[config.mk]
export PLATFORM = sky130hd
export DESIGN_NAME = regbus_arbiter
export DESIGN_NICKNAME = d
export VERILOG_FILES = /design/src/rtl/regarb_pkg.sv /design/src/rtl/regarb_fsm.sv /design/src/rtl/regarb_fwd.sv /design/src/rtl/regarb_ret.sv /design/src/rtl/regbus_arbiter.sv
export SDC_FILE = /design/constraint.sdc
export NUM_CORES = 1
export LEC_CHECK = 0
export CAP_MARGIN = 10
export CORE_AREA = 4 4 95 97
export DETAILED_ROUTE_END_ITERATION = 8
export DIE_AREA = 0 0 99 101
export DONT_BUFFER_PORTS = 1
export HOLD_SLACK_MARGIN = 0.15
export PLACE_DENSITY = 0.32
export REMOVE_ABC_BUFFERS = 1
export SKIP_CTS_REPAIR_TIMING = 1
export SLEW_MARGIN = 25
export SYNTH_ARGS = -nofsm -noshare
export SYNTH_HDL_FRONTEND = slang
export SYNTH_SLANG_ARGS = --single-unit
[constraint.sdc]
create_clock -name clk -period 1.3 [get_ports clk]
set_input_delay 0.26 -clock clk [delete_from_list [all_inputs] [get_ports clk]]
set_output_delay 0.26 -clock clk [all_outputs]
set_load 0.01 [all_outputs]
[src/rtl/regarb_pkg.sv]
package regarb_pkg;

    typedef enum logic [1:0] {
        ARB_IDLE    = 2'd0,
        ARB_CPU_OWN = 2'd1,
        ARB_DMA_OWN = 2'd2
    } arb_state_e;

    // Master index: lower index means higher priority
    localparam int unsigned MST_CPU = 0;
    localparam int unsigned MST_DMA = 1;
    localparam int unsigned NUM_MST = 2;

endpackage

[src/rtl/regarb_fsm.sv]
module regarb_fsm
    import regarb_pkg::*;
(
    input  logic               clk,
    input  logic               rst_n,
    input  logic [NUM_MST-1:0] req,
    input  logic               core_ack,
    output logic [NUM_MST-1:0] gnt
);

    arb_state_e state_q;
    arb_state_e state_d;

    // Next-state decision
    always_comb begin
        state_d = state_q;
        unique case (state_q)
            ARB_IDLE: begin
                if (req[MST_CPU])      state_d = ARB_CPU_OWN;
                else if (req[MST_DMA]) state_d = ARB_DMA_OWN;
            end
            ARB_CPU_OWN: if (core_ack) state_d = ARB_IDLE;
            ARB_DMA_OWN: if (core_ack) state_d = ARB_IDLE;
            default:     state_d = ARB_IDLE;
        endcase
    end

    // State register
    always_ff @(posedge clk or negedge rst_n) begin
        if (!rst_n) state_q <= ARB_IDLE;
        else        state_q <= state_d;
    end

    // Grant outputs
    always_comb begin
        gnt = '0;
        unique case (state_q)
            ARB_IDLE:    gnt = '0;
            ARB_CPU_OWN: gnt[MST_CPU] = 1'b1;
            ARB_DMA_OWN: gnt[MST_DMA] = 1'b1;
            default:     gnt = '0;
        endcase
    end

    assert_cpu_first_R2: assert property (@(posedge clk) disable iff (!rst_n)
        (gnt == '0 && req[MST_CPU]) |=> gnt[MST_CPU]);

    assert_hold_cpu_R3: assert property (@(posedge clk) disable iff (!rst_n)
        (gnt[MST_CPU] && !core_ack) |=> gnt[MST_CPU]);

    assert_hold_dma_R3: assert property (@(posedge clk) disable iff (!rst_n)
        (gnt[MST_DMA] && !core_ack) |=> gnt[MST_DMA]);

    assert_dma_free_R4: assert property (@(posedge clk) disable iff (!rst_n)
        (gnt == '0 && !req[MST_CPU] && req[MST_DMA]) |=> gnt[MST_DMA]);

    assert_release_R8: assert property (@(posedge clk) disable iff (!rst_n)
        ((gnt != '0) && core_ack) |=> (gnt == '0));

endmodule

[src/rtl/regarb_fwd.sv]
module regarb_fwd
    import regarb_pkg::*;
#(
    parameter int unsigned ADDR_W = 32,
    parameter int unsigned DATA_W = 32,
    parameter int unsigned LANE_W = 8,
    localparam int unsigned WORD_SH = $clog2(DATA_W / 8),
    localparam int unsigned CORE_AW = ADDR_W - WORD_SH
) (
    input  logic [NUM_MST-1:0]             gnt,
    input  logic [NUM_MST-1:0]             m_we,
    input  logic [NUM_MST-1:0][ADDR_W-1:0] m_addr,
    input  logic [NUM_MST-1:0][DATA_W-1:0] m_wdata,
    output logic                           core_sel,
    output logic                           core_we,
    output logic [CORE_AW-1:0]             core_addr,
    output logic [LANE_W-1:0]              core_wdata
);

    // Grants are one-hot or zero, so an OR of gated masters forms the mux
    always_comb begin
        core_we    = 1'b0;
        core_addr  = '0;
        core_wdata = '0;
        for (int unsigned m = 0; m < NUM_MST; m++) begin
            core_we    = core_we    | (gnt[m] & m_we[m]);
            core_addr  = core_addr  | (m_addr[m][ADDR_W-1:WORD_SH] & {CORE_AW{gnt[m]}});
            core_wdata = core_wdata | (m_wdata[m][LANE_W-1:0]      & {LANE_W{gnt[m]}});
        end
    end

    assign core_sel = |gnt;

    // Byte offset and reserved data bits are deliberately dropped
    logic unused_bits;
    always_comb begin
        unused_bits = 1'b0;
        for (int unsigned m = 0; m < NUM_MST; m++) begin
            unused_bits = unused_bits ^ (^m_addr[m][WORD_SH-1:0]) ^ (^m_wdata[m][DATA_W-1:LANE_W]);
        end
    end

endmodule

[src/rtl/regarb_ret.sv]
module regarb_ret #(
    parameter int unsigned DATA_W = 32,
    parameter int unsigned LANE_W = 8
) (
    input  logic              gnt,
    input  logic              core_ack,
    input  logic [LANE_W-1:0] core_rdata,
    output logic              m_ack,
    output logic [DATA_W-1:0] m_rdata
);

    always_comb begin
        m_ack   = gnt & core_ack;
        m_rdata = '0;
        if (m_ack) m_rdata[LANE_W-1:0] = core_rdata;
    end

endmodule

[src/rtl/regbus_arbiter.sv]
module regbus_arbiter
    import regarb_pkg::*;
#(
    parameter int unsigned ADDR_W = 32,
    parameter int unsigned DATA_W = 32,
    parameter int unsigned LANE_W = 8,
    localparam int unsigned CORE_AW = ADDR_W - $clog2(DATA_W / 8)
) (
    input  logic               clk,
    input  logic               rst_n,
    input  logic               cpu_req,
    input  logic               cpu_we,
    input  logic [ADDR_W-1:0]  cpu_addr,
    input  logic [DATA_W-1:0]  cpu_wdata,
    output logic               cpu_gnt,
    output logic               cpu_ack,
    output logic [DATA_W-1:0]  cpu_rdata,
    input  logic               dma_req,
    input  logic               dma_we,
    input  logic [ADDR_W-1:0]  dma_addr,
    input  logic [DATA_W-1:0]  dma_wdata,
    output logic               dma_gnt,
    output logic               dma_ack,
    output logic [DATA_W-1:0]  dma_rdata,
    output logic               core_sel,
    output logic               core_we,
    output logic [CORE_AW-1:0] core_addr,
    output logic [LANE_W-1:0]  core_wdata,
    input  logic [LANE_W-1:0]  core_rdata,
    input  logic               core_ack
);

    logic [NUM_MST-1:0]             req;
    logic [NUM_MST-1:0]             gnt;
    logic [NUM_MST-1:0]             m_we;
    logic [NUM_MST-1:0][ADDR_W-1:0] m_addr;
    logic [NUM_MST-1:0][DATA_W-1:0] m_wdata;
    logic [NUM_MST-1:0]             m_ack;
    logic [NUM_MST-1:0][DATA_W-1:0] m_rdata;

    always_comb begin
        req[MST_CPU]     = cpu_req;
        req[MST_DMA]     = dma_req;
        m_we[MST_CPU]    = cpu_we;
        m_we[MST_DMA]    = dma_we;
        m_addr[MST_CPU]  = cpu_addr;
        m_addr[MST_DMA]  = dma_addr;
        m_wdata[MST_CPU] = cpu_wdata;
        m_wdata[MST_DMA] = dma_wdata;
    end

    regarb_fsm u_fsm (
        .clk      (clk),
        .rst_n    (rst_n),
        .req      (req),
        .core_ack (core_ack),
        .gnt      (gnt)
    );

    regarb_fwd #(
        .ADDR_W (ADDR_W),
        .DATA_W (DATA_W),
        .LANE_W (LANE_W)
    ) u_fwd (
        .gnt        (gnt),
        .m_we       (m_we),
        .m_addr     (m_addr),
        .m_wdata    (m_wdata),
        .core_sel   (core_sel),
        .core_we    (core_we),
        .core_addr  (core_addr),
        .core_wdata (core_wdata)
    );

    for (genvar m = 0; m < NUM_MST; m++) begin : g_ret
        regarb_ret #(
            .DATA_W (DATA_W),
            .LANE_W (LANE_W)
        ) u_ret (
            .gnt        (gnt[m]),
            .core_ack   (core_ack),
            .core_rdata (core_rdata),
            .m_ack      (m_ack[m]),
            .m_rdata    (m_rdata[m])
        );
    end

    assign cpu_gnt   = gnt[MST_CPU];
    assign dma_gnt   = gnt[MST_DMA];
    assign cpu_ack   = m_ack[MST_CPU];
    assign dma_ack   = m_ack[MST_DMA];
    assign cpu_rdata = m_rdata[MST_CPU];
    assign dma_rdata = m_rdata[MST_DMA];

    assert_ack_exclusive_R7: assert property (@(posedge clk) disable iff (!rst_n)
        !(cpu_ack && dma_ack));

    assert_idle_quiet_R9: assert property (@(posedge clk) disable iff (!rst_n)
        !(cpu_gnt || dma_gnt) |-> (core_addr == '0 && core_wdata == '0 && !core_we));

endmodule

==> Word-level counts from Yosys, hierarchy flattened <==
Index checks and enable logic that the tools add are counted.
W data, S select, Z words.
{ "totals": {"input_bits": 143, "regBits": 2, "elab_cells": 28} }
{ "op_classes": {"eq_ne": 4, "mux": 8, "n_bitwise": 11, "reduce_logical": 4} }
{ "ops": {"columns": ["cell", "count"], "rows": [
  ["$and A30 B30 Y30", 2],
  ["$or A30 B30 Y30", 1],
  ["$and A8 B8 Y8", 2],
  ["$mux W8", 2],
  ["$or A8 B8 Y8", 1],
  ["$mux W2", 3],
  ["$and A1 B1 Y1", 4],
  ["$pmux W2 S2", 1],
  ["$reduce_or A2 Y1", 2],
  ["$ne A3 B3 Y1 const B", 1],
  ["$eq A2 B1 Y1 const B", 1],
  ["$eq A2 B2 Y1 const B", 1],
  ["$logic_not A2 Y1", 1],
  ["$mux W1", 2],
  ["$ne A2 B1 Y1 const B", 1],
  ["$reduce_and A2 Y1", 1],
  ["$or A1 B1 Y1", 1]
]} }

==> Longest topological paths before layout <==
{ "logic_depth": {"word_depth": 4, "mapped_depth": 5, "ltp_nobuf": 5} }

==> Hierarchy <==
Synthesis repeated with hierarchy kept, for this count alone.
{ "hier_totals": {"cells_unflattened": 130, "area_unflattened_um2": 1043.5} }
{ "modules_own_cells": {"columns": ["mod", "seq_area_each_um2", "area_each_um2", "instances", "cells_each"], "rows": [
  ["regarb_ret", 0.0, 241.5, 2, 34],
  ["regarb_fwd", 0.0, 412.9, 1, 48],
  ["regarb_fsm", 50.0, 147.6, 1, 14]
]} }

==> Worst setup path after synthesis <==
Ideal clock, no wire load.
{ "synth_timing": {"path_kind": "register to output", "startpoint": "register u_fsm.state_q[1]", "endpoint": "output port core_addr[27]", "path_stages_with_launch": 6, "path_slack_ns": -0.172, "required_ns": 1.040, "arrival_ns": 1.212, "cell_sequence": "dfrtp_1 -> inv_1 -> ha_1 -> buf_2 -> buf_2 -> a22o_1"} }
{ "synth_between": {"elab_chain_len": 4, "word_cells_on_any_way": 7, "classes_between": "2 x eq/ne; 2 x mux; 3 x bitwise"} }
{ "synth_rtl": {"columns": ["item", "line_no", "rtl"], "rows": [
  ["from (decl)", "regarb_fsm.sv:11", "arb_state_e state_q;"],
  ["from (signal assigned)", "regarb_fsm.sv:31", "else state_q <= state_d;"],
  ["$eq A2 B1 Y1", "regarb_fsm.sv:37", "unique case (state_q)"],
  ["$mux W1", "regarb_fsm.sv:37", null],
  ["net cpu_gnt", "regbus_arbiter.sv:15", "output logic cpu_gnt,"],
  ["$and A30 B30 Y30", "regarb_fwd.sv:27", "core_addr = core_addr | (m_addr[m][ADDR_W-1:WORD_SH] & {CORE_AW{gnt[m]}});"],
  ["$or A30 B30 Y30", "regarb_fwd.sv:27", null],
  ["to (decl)", "regbus_arbiter.sv:27", "output logic [CORE_AW-1:0] core_addr,"]
]} }
The timed path passes the listed nets, and every way through them passes these cells.

==> Worst setup path after layout <==
{ "layout_timing": {"startpoint": "register u_fsm.state_q[1]", "endpoint": "output port cpu_rdata[7]"} }
{ "layout_between": {"elab_chain_len": 4} }
{ "layout_rtl": {"columns": ["item", "line_no", "rtl"], "rows": [
  ["$eq A2 B1 Y1", "regarb_fsm.sv:37", null],
  ["$mux W1", "regarb_fsm.sv:37", null],
  ["$and A1 B1 Y1", "regarb_ret.sv:13", "m_ack = gnt & core_ack;"],
  ["$mux W8", "regarb_ret.sv:15", "if (m_ack) m_rdata[LANE_W-1:0] = core_rdata;"],
  ["to (decl)", "regbus_arbiter.sv:17", "output logic [DATA_W-1:0] cpu_rdata,"]
]} }
No other way between the ends.

==> run_results.csv <==
group,metric,value,unit
sta,holdWs,206,ps
worst_setup_path,critPathTopFamily,"flip-flops",
yosys,netlist_area,0.00104,mm²
grt,grt_start_max_net_pins,31,
clock_tree,clkLatencyLatePin,210,ps
sta,rsz0062_at_grt,"yes",
detailed_routing,ant_nets,0,
worst_setup_path,rr_endpoint,"u_fsm.state_q[0]$_DFFE_PN0P_",
yosys,avgSynthCellArea,7.94,µm²
clock_tree,clock-root-buffer,"clkbuf_8",
sta,skew,2.86,ps
detailed_routing,via_per_inst,3.96,
clock_tree,cts.sink_count,2,
worst_setup_path,critPathCapture,"cpu_rdata[7]",
floorplanning,die_area,0.0100,mm²
yosys,muxShareOfSynthArea,0,
final_layout,largest_reg_flops,2,
yosys,synth_cell_types,18,
final_layout,final_util,0.170,
final_layout,layout.nets,284,
worst_setup_path,rr_startpoint,"u_fsm.state_q[1]$_DFFE_PN0P_",
yosys,synth_top_family_by_area,"buffers and inverters",
grt,antenna_found_initial,0,
worst_setup_path,crit_cells,4,
yosys,yosysTopAreaCell,"buf_4",
worst_setup_path,cp-end-kind,"output port",
yosys,synth_cells,131,
worst_setup_path,crit_path_start,"u_fsm.state_q[1]$_DFFE_PN0P_",
worst_setup_path,max_stage_delay,410,ps
worst_setup_path,cp_slowest_cell,"dfrtp_1",
yosys,synth_ff_type,"dfrtp_1",
clock_tree,htreeDepth,1,
worst_setup_path,reg2reg_setup_slack,-70,ps
yosys,synth_seq_cells,2,
worst_setup_path,path_class,"register to output port",
floorplanning,initial_core_util,0.128,
sta,fmax,637,MHz
run_status,status,"finished with violations",
yosys,yosysWarningCount,0,
worst_setup_path,cp.required,1040,ps
yosys,synth_compound_area_frac,0.355,
place,dpl.hpwl,3200,µm
grt,grtUsageTotal,0.0542,
detailed_routing,num_vias,954,
clock_tree,clk_path_buf_depth,2,
worst_setup_path,path_cells,"inv_2 > ha_4 > buf_12 > and3_2",
worst_setup_path,startpoint_type,"register",
clock_tree,cts_made_buffers,3,
yosys,yosys-top-cells-area,"buf_4, a22o_1, and3_2",
final_layout,top_register,"u_fsm.state_q",
detailed_routing,drc,0,
yosys,yosysMostFrequentCell,"buf_4",
place,io_buffers,0,
floorplanning,coreArea,0.00813,mm²
clock_tree,cts_tree,"done",
power_and_ir_drop,cellLeakagePower,0.000654,µW
yosys,synth_xor_xnor_area_share,0,
detailed_routing,wl_per_cell,18.4,µm
final_layout,syn_to_final_growth,32.7,%
yosys,synth_edf_count,0,
floorplanning,core.rowCount,33,
grt,grt_pass1_vias,746,
sta,final_max_slew_viol_count,0,
sta,period_share,1.21,
run,max_cap_viol_count,0,
floorplanning,die_width,99,µm
power_and_ir_drop,ir_drop,0.313,mV
clock_tree,path_clk_slew,30,ps
detailed_routing,firstDrtPassIters,4,
sta,finalSetupTns,-14850,ps
detailed_routing,wirelength,4450,µm
sta,setup_ws,-271,ps
worst_hold_path,hold_path.class,"primary input to register",
worst_setup_path,reg2reg_depth,6,
yosys,yosysSeqAreaShare,0.0481,
final_layout,insertedDiodeCount,0,
worst_setup_path,critPathBufInv,2,
worst_setup_path,crit_fanout,15,
power_and_ir_drop,pwr_density_cell,2070,mW/mm²
worst_setup_path,cp.arrival,1310,ps
final_layout,reg.largest.list,"u_fsm.state_q (2)",
grt,grt_pass1_wl,4180,µm
yosys,synth_fa_ha_area_frac,0.0361,
worst_hold_path,min_from,"dma_req",
yosys,async_flop_share,1.00,
yosys,synth.top_cells.by_count,"buf_4, a22o_1, and3_1, and3_2, buf_2",
detailed_routing,initialDrtViolationCount,22,
run_status,violations,"setup timing",
sta,layout_min_cycle_time,1570,ps
yosys,yosysTopAreaCellShare,0.354,
sta,finalSetupViolations,62,
floorplanning,die_h,101,µm
final_layout,drive_above_1_share,0.404,
place,place_congestion,0.625,
grt,grt_overflow_total,0,
yosys,synth_simple_gate_area_share,0.135,
sta,hold_viol,0,
floorplanning,ioPinCount,251,
[where the power goes]
| group | internal [µW] | leakage [µW] | switching (µW) |
|---|---|---|---|
| combinational | 1200 | 0.000608 | 1290 |
| sequential | 91.4 | 0.0000244 | 37.0 |
| clock | 196 | 0.0000216 | 48.9 |
| total | 1480 | 0.000654 | 1380 |
[worst register-to-register path, cell delays in order, from the launching register on]
cell and delay [ps]:
dfrtp_1 400, inv_2 70, buf_4 150, ha_4 250
nand2b_4 80, o21ai_1 70, a32o_1 220
[metal layers]
metal	up-vias	global-route usage	part of all wire
li1	396	-	-
met1	452	0.0630	0.33
met3	2	0.0138	0.13
met4	0	0.0158	0.0043
met5	-	0	0
met2	104	0.0976	0.54
[stage by stage]
step	std cells	cell area, µm²	setup WS, ps	power (µW)
after CTS	236	1080	-340	2210
final	241	1380	-271	2860
after detailed placement	233	1040	-117	1940
after floorplan	119	788	-705	1370
after global placement	233	1040	-124	1950
after global routing	241	1380	-318	3040
[layout make-up]
class / instances / area (µm²)
flip-flops and latches: 2 / 51.3
repair buffers: 14 / 204
multi-input cells: 114 / 941
fillers: 901 / 6750
well taps: 105 / 131
inverters: 3 / 11.3
clock buffers: 3 / 41.3
[worst min-delay path by stage]
stage                                              end  slack [ps]  cells past startpoint
after CTS                 u_fsm.state_q[1]$_DFFE_PN0P_        -260                      0
after global routing      u_fsm.state_q[1]$_DFFE_PN0P_         230                      2
after floorplan           u_fsm.state_q[0]$_DFFE_PN0P_         -40                      0
after detailed placement  u_fsm.state_q[0]$_DFFE_PN0P_         -40                      0
final                     u_fsm.state_q[1]$_DFFE_PN0P_         210                      2
after global placement    u_fsm.state_q[0]$_DFFE_PN0P_         -40                      0
[kinds of logic after synthesis]
family	after synthesis
AOI/OAI and AO/OA	43
buffers and inverters	62
DFF	2
and+or+nand+nor	20
adders and majority gates	3
other	1
[cells in the final DEF, fill, tap and decap left out, types with 2 or more instances in the layout]
cell        n
and3_4     10
buf_6       3
clkbuf_16   2
and3_2      6
ha_4        3
conb_1     48
clkbuf_8    3
buf_4       4
inv_2       2
a22o_4     14
a22o_1     25
buf_12      4
Note: power is estimated with default switching activity, not from simulation.
